**config.mk**
```make
export PLATFORM = sky130hd
export DESIGN_NAME = burst_addr_seq
export DESIGN_NICKNAME = d
export VERILOG_FILES = /design/src/rtl/burst_seq_pkg.sv /design/src/rtl/strobe_arbiter.sv /design/src/rtl/beat_counter.sv /design/src/rtl/order_map.sv /design/src/rtl/burst_addr_seq.sv
export SDC_FILE = /design/constraint.sdc
export NUM_CORES = 1
export LEC_CHECK = 0
export ABC_AREA = 1
export BUFFER_PORTS_ARGS = -buffer_cell sky130_fd_sc_hd__buf_2
export CAP_MARGIN = 20
export CORE_MARGIN = 2
export CORE_UTILIZATION = 35
export DETAILED_ROUTE_END_ITERATION = 10
export HOLD_SLACK_MARGIN = 0.02
export PLACE_DENSITY_LB_ADDON = 0.08
export SLEW_MARGIN = 20
export SYNTH_ARGS = -nofsm -noshare
export SYNTH_HDL_FRONTEND = slang
export SYNTH_HIERARCHICAL = 1
export SYNTH_SLANG_ARGS = --single-unit
export TNS_END_PERCENT = 100
```
**constraint.sdc**
```tcl
create_clock -name clk -period 1.8 [get_ports clk]
set_input_delay 0.45 -clock clk [delete_from_list [all_inputs] [get_ports clk]]
set_output_delay 0.45 -clock clk [all_outputs]
set_load 0.03 [all_outputs]
```
**src/rtl/burst_seq_pkg.sv**
```systemverilog
package burst_seq_pkg;

   typedef enum logic {
      ORD_LINEAR     = 1'b0,
      ORD_INTERLEAVE = 1'b1
   } order_e;

   typedef enum logic [1:0] {
      SRC_NONE = 2'd0,
      SRC_PROC = 2'd1,
      SRC_CTRL = 2'd2
   } src_e;

   // Variants of the order network selected by ORDERS parameter
   localparam int ORDERS_BOTH       = 0;
   localparam int ORDERS_LINEAR     = 1;
   localparam int ORDERS_INTERLEAVE = 2;

endpackage

```
**src/rtl/strobe_arbiter.sv**
```systemverilog
module strobe_arbiter
   import burst_seq_pkg::*;
(
   input  logic proc_strobe_n,
   input  logic ctrl_strobe_n,
   output logic load,
   output src_e src
);

   always_comb begin
      if (!proc_strobe_n) begin
         src = SRC_PROC;
      end else if (!ctrl_strobe_n) begin
         src = SRC_CTRL;
      end else begin
         src = SRC_NONE;
      end
   end

   assign load = (src != SRC_NONE);

endmodule

```
**src/rtl/beat_counter.sv**
```systemverilog
module beat_counter #(
   parameter int BEAT_W = 2
) (
   input  logic              clk,
   input  logic              rst_n,
   input  logic              clear,
   input  logic              step,
   output logic [BEAT_W-1:0] beat
);

   localparam logic [BEAT_W-1:0] ONE = BEAT_W'(1);

   always_ff @(posedge clk or negedge rst_n) begin
      if (!rst_n) begin
         beat <= '0;
      end else if (clear) begin
         beat <= '0;
      end else if (step) begin
         beat <= beat + ONE;
      end
   end

endmodule

```
**src/rtl/order_map.sv**
```systemverilog
module order_map
   import burst_seq_pkg::*;
#(
   parameter int BEAT_W = 2,
   parameter int ORDERS = ORDERS_BOTH
) (
   input  logic [BEAT_W-1:0] start,
   input  logic [BEAT_W-1:0] beat,
   input  order_e            order,
   output logic [BEAT_W-1:0] low
);

   logic [BEAT_W-1:0] lin_low;
   logic [BEAT_W-1:0] ilv_low;

   assign lin_low = start + beat;
   assign ilv_low = start ^ beat;

   generate
      if (ORDERS == ORDERS_LINEAR) begin : g_lin
         assign low = lin_low;
      end else if (ORDERS == ORDERS_INTERLEAVE) begin : g_ilv
         assign low = ilv_low;
      end else begin : g_both
         assign low = (order == ORD_INTERLEAVE) ? ilv_low : lin_low;
      end
   endgenerate

endmodule

```
**src/rtl/burst_addr_seq.sv**
```systemverilog
module burst_addr_seq
   import burst_seq_pkg::*;
#(
   parameter int ADDR_W = 19,
   parameter int BEAT_W = 2,
   parameter int ORDERS = ORDERS_BOTH
) (
   input  logic              clk,
   input  logic              rst_n,
   input  logic              proc_strobe_n,
   input  logic              ctrl_strobe_n,
   input  logic              advance,
   input  logic              order_sel,
   input  logic [ADDR_W-1:0] addr_in,
   output logic [ADDR_W-1:0] word_addr,
   output logic              by_proc
);

   localparam int HI_W = ADDR_W - BEAT_W;

   generate
      if (BEAT_W < 1) begin : g_bad_beat
         $error("burst_addr_seq: BEAT_W must be at least 1");
      end
      if (HI_W < 1) begin : g_bad_addr
         $error("burst_addr_seq: ADDR_W must exceed BEAT_W");
      end
      if (ORDERS < ORDERS_BOTH || ORDERS > ORDERS_INTERLEAVE) begin : g_bad_ord
         $error("burst_addr_seq: ORDERS out of range");
      end
   endgenerate

   logic              load;
   src_e              src;
   logic [HI_W-1:0]   hi_q;
   logic [BEAT_W-1:0] start_q;
   order_e            order_q;
   logic [BEAT_W-1:0] beat;
   logic [BEAT_W-1:0] low;

   strobe_arbiter u_arb (
      .proc_strobe_n (proc_strobe_n),
      .ctrl_strobe_n (ctrl_strobe_n),
      .load          (load),
      .src           (src)
   );

   always_ff @(posedge clk or negedge rst_n) begin
      if (!rst_n) begin
         hi_q    <= '0;
         start_q <= '0;
         order_q <= ORD_LINEAR;
         by_proc <= 1'b0;
      end else if (load) begin
         hi_q    <= addr_in[ADDR_W-1:BEAT_W];
         start_q <= addr_in[BEAT_W-1:0];
         order_q <= order_e'(order_sel);
         by_proc <= (src == SRC_PROC);
      end
   end

   beat_counter #(.BEAT_W(BEAT_W)) u_cnt (
      .clk   (clk),
      .rst_n (rst_n),
      .clear (load),
      .step  (advance),
      .beat  (beat)
   );

   order_map #(.BEAT_W(BEAT_W), .ORDERS(ORDERS)) u_map (
      .start (start_q),
      .beat  (beat),
      .order (order_q),
      .low   (low)
   );

   assign word_addr = {hi_q, low};

endmodule

```
# == Yosys cells after proc, flatten, opt, wreduce, memory -nomap -nowiden ==
# Index checks and enable logic that the tools add are counted.
# word_totals
regBits,23
in_bits,25
# classes
n_reduce_logical,2
eq_ne,1
bitwise_logic,1
n_mux,5
n_addsub,2
# op_table
op,n
2-bit 2-to-1 mux,5
2-bit nonzero test,2
"2-bit by 1-bit adder with 2-bit output, second input constant",1
2-bit adder,1
"2-bit by 1-bit equality test with 1-bit output, second input constant",1
2-bit XOR,1

# == Logic depth before layout (Yosys ltp) ==
# logic_depth
depth_word,4
depth_mapped,6
depth_no_buf,6

# == By module ==
# The synthesis kept the hierarchy.
# modules_own_cells
module,cells_each,instances,seq_area_each_um2,area_each_um2
burst_addr_seq,90,1,525.5,808.3
beat_counter,11,1,50.0,86.3
order_map,15,1,0.0,67.6
strobe_arbiter,3,1,0.0,13.8

# == Worst setup path before layout ==
# Ideal clock, no wire load.
# synth_timing
path_type,register -> output
start,register u_cnt.beat[0]
end,output word_addr[1]
t_arrival_ns,0.971
stages_incl_launch_ff,7
setup_slack_ns,0.379
required_time_ns,1.350
n_path_buf,0
cell_sequence,dfrtp_1 ha_1 inv_1 nor2_1 nand3_1 nand2_1 inv_1
# synth_via
elab_chain_len,2
# synth_rtl
item,line,source
start: declaration,beat_counter.sv:8,output logic [BEAT_W-1:0] beat
start signal: assignment,beat_counter.sv:19,beat <= beat + ONE;
2-bit adder,order_map.sv:16,assign lin_low = start + beat;
2-bit 2-to-1 mux,order_map.sv:25,assign low = (order == ORD_INTERLEAVE) ? ilv_low : lin_low;
end: declaration,burst_addr_seq.sv:15,"output logic [ADDR_W-1:0] word_addr,"
# Every way passes these cells.

# == Final worst setup path ==
# layout_timing
start,register start_q[0]
end,output word_addr[1]
# layout_via
elab_chain_len,2
# layout_rtl
item,line,source
start: declaration,burst_addr_seq.sv:36,logic [BEAT_W-1:0] start_q;
start signal: assignment,burst_addr_seq.sv:56,start_q <= addr_in[BEAT_W-1:0];
2-bit adder,order_map.sv:16,
2-bit 2-to-1 mux,order_map.sv:25,
# Every way passes these cells.

==> results.toml <==
[synth]
synth_common_cells = "nand2_1, dfrtp_1, inv_1"
synthesis.nets = 145
ys_types = 11
synth_top_area_share_pct = 59.0
syn-cell-area_um2 = 976
yosys-top-cells-area = "dfrtp_1, nand2_1, inv_1"
synth_edf_count = 0
synth_top_area_cell = "dfrtp_1"
synthFlopType = "dfrtp_1"
synthArstFlopShare_pct = 100
syn_inst = 119
synth_seq_area_share_pct = 59.0
yosysWarnings = 6
syn_area_per_cell_um2 = 8.20
ys_ff_latch = 23
yosysMostFrequentCell = "nand2_1"

[die]
initial_core_util_pct = 36.0
coreArea_mm2 = 0.00271
die_w_um = 56.8
die_area_mm2 = 0.00323
row_count = 19
ios = 45
die_h_um = 56.8

[critical_path]
reg2reg_setup_slack_ns = 0.96
critPathMaxFanout = 2
rr_worst_depth = 3
required_ns = 1.35
setup.worst_path.end = "word_addr[1]"
critPathLaunchType = "flop"
regToRegEndpoint = "u_cnt/beat[1]"
end_kind = "output port"
r2r-start = "u_cnt/beat[0]"
crit_type = "reg -> out"
cp-startpoint = "start_q[0]"
cp.arrival_ns = 1.28

[global_route]
grt_pass1_wl_um = 3340
grt-ovfl-total = 0
grt_pass1_vias = 779
grt_max_degree = 24
antenna_found_initial = 0
gr-usage-all-layers_pct = 13.3

[sta]
hold_ws_ns = 0.0891
rsz0062_at_grt = "yes"
finClkSkew_ns = 0.0000419
fin_crit_ns = 1.73
fmax_mhz = 577
finalSetupViolCount = 0
hold_viol_final = 0
worst_slew_pin_slew_ns = 0.498
slew_viol_final = 0
slew_headroom_pct = 66.8
finalSetupTns_ns = 0
fin_crit_sh_pct = 96.2

[clock_tree]
clk_latency_ns = 0.30
cts_htree_levels = 1
cts_tree = "done"
cts_max_path_buffers = 2
cts_buffers = 3
cts_sinks = 23
clock-root-buffer = "clkbuf_4"
clk_pin_slew_ns = 0.12

[power]
power_leakage_uw = 0.000747
cellPowerDensity_mw_per_mm2 = 838
vdd_drop_max_mv = 0.388

[detailed_routing]
wl_per_cell_um = 9.97
routedLengthMet1_um = 855
drtIter0Drc = 24
top_layer = "met4"
ant_nets = 0
wl_um = 1970
met3_length_um = 121
drt-vias-per-instance = 4.36
firstDrtPassIters = 4
vias = 859
drc = 0
met2WireLength_um = 975

[place]
port_buffers = 44
dp_cells = 191
place.gp.congestion = 0.690
hpwl_um = 1440
place_area_mm2 = 0.00120

[cells_and_area]
multi_input_area_um2 = 334
drive_above_1_share_pct = 33.7
nFillCells = 298
seqCellArea_um2 = 576
final_nets = 193
stdcell_area_mm2 = 0.00126
diodes = 0
final_cells = 197
area.growth.synth_to_final_pct = 28.8
utilization_pct = 46.4

[run]
cap_violations = 0

[min_path]
hold_class = "in -> async"

[outcome]
status = "complete, no violations"
==> sequential cells by signal, summed over array words and instances, names as in the netlist <==
register    count
by_proc         1
hi_q           17
order_q         1
start_q         2
u_cnt/beat      2
==> stage by stage <==
stage	setup WS (ns)	power, uW
3_5_place_dp	0.289	822
6_report	0.0678	1050
4_1_cts	0.00654	1060
3_3_place_gp	0.334	818
2_1_floorplan	0.379	738
5_1_grt	-0.0448	1120
==> power by group <==
part | leakage, uW | switching, uW | internal, uW
registers | 0.000279 | 23.2 | 557
logic | 0.000453 | 158 | 78.2
clock network | 0.0000150 | 151 | 86.3
total | 0.000747 | 332 | 721
==> cells in the final DEF, fill, tap and decap left out <==
master and n:
buf_6 1, inv_2 3, clkbuf_1 1, buf_2 43, ha_2 1, nor2_2 2, nor2_1 3, clkbuf_4 3
a21oi_1 1, nand3_1 4, dfrtp_1 23, inv_1 6, buf_4 3, nand2_1 72
==> logic make-up (layout without fill, tap and decap cells) <==
family,Yosys count,after routing,synth area share (%)
and+or+nand+nor,81,81,31.9
DFF,23,23,59.0
buffers and inverters,13,60,7.31
adders and majority gates,1,1,1.28
AOI/OAI and AO/OA,1,1,0.512
==> repair_timing <==
| action | in CTS | in global routing |
|---|---|---|
| pin swaps | 0 | 1 |
| endpoints found under the setup margin | 1 | 1 |
| gates cloned | 0 | 0 |
| hold buffers | 0 | 0 |
| resized for setup | 1 | 4 |
| setup buffers | 1 | 1 |
==> metal layers <==
layer | GRT usage [%] | vias to the layer above
li1 | - | 445
met1 | 17.2 | 387
met2 | 21.4 | 25
met3 | 2.76 | 2
met4 | 5.98 | 0
met5 | 0 | -
==> area by class of cell <==
type                            instances  share of cell area (%)
Timing Repair Buffer                   47                    19.8
Tap cell                               31                    3.08
Multi-Input combinational cell         83                    26.6
Sequential cell                        23                    45.8
Clock buffer                            4                    2.09
Inverter                                9                    2.69
==> critical path, cell delays in order (launching register included) <==
cell and delay (ns):
dfrtp_1 0.38, ha_2 0.19, inv_2 0.03, nor2_2 0.08
nand3_1 0.07, nand2_1 0.06, inv_1 0.04, buf_6 0.13
==> worst min path at each step <==
stage	start	endpoint	slack [ns]	depth (start not counted)
after floorplan	rst_n	by_proc	0.15	0
after global placement	hi_q[1]	hi_q[1]	0.45	2
after detailed placement	rst_n	hi_q[7]	0.45	1
after CTS	rst_n	u_cnt/beat[1]	0.11	1
after global routing	rst_n	hi_q[7]	0.11	1
final	rst_n	hi_q[7]	0.09	1
Power figures use the tool's default switching activity.
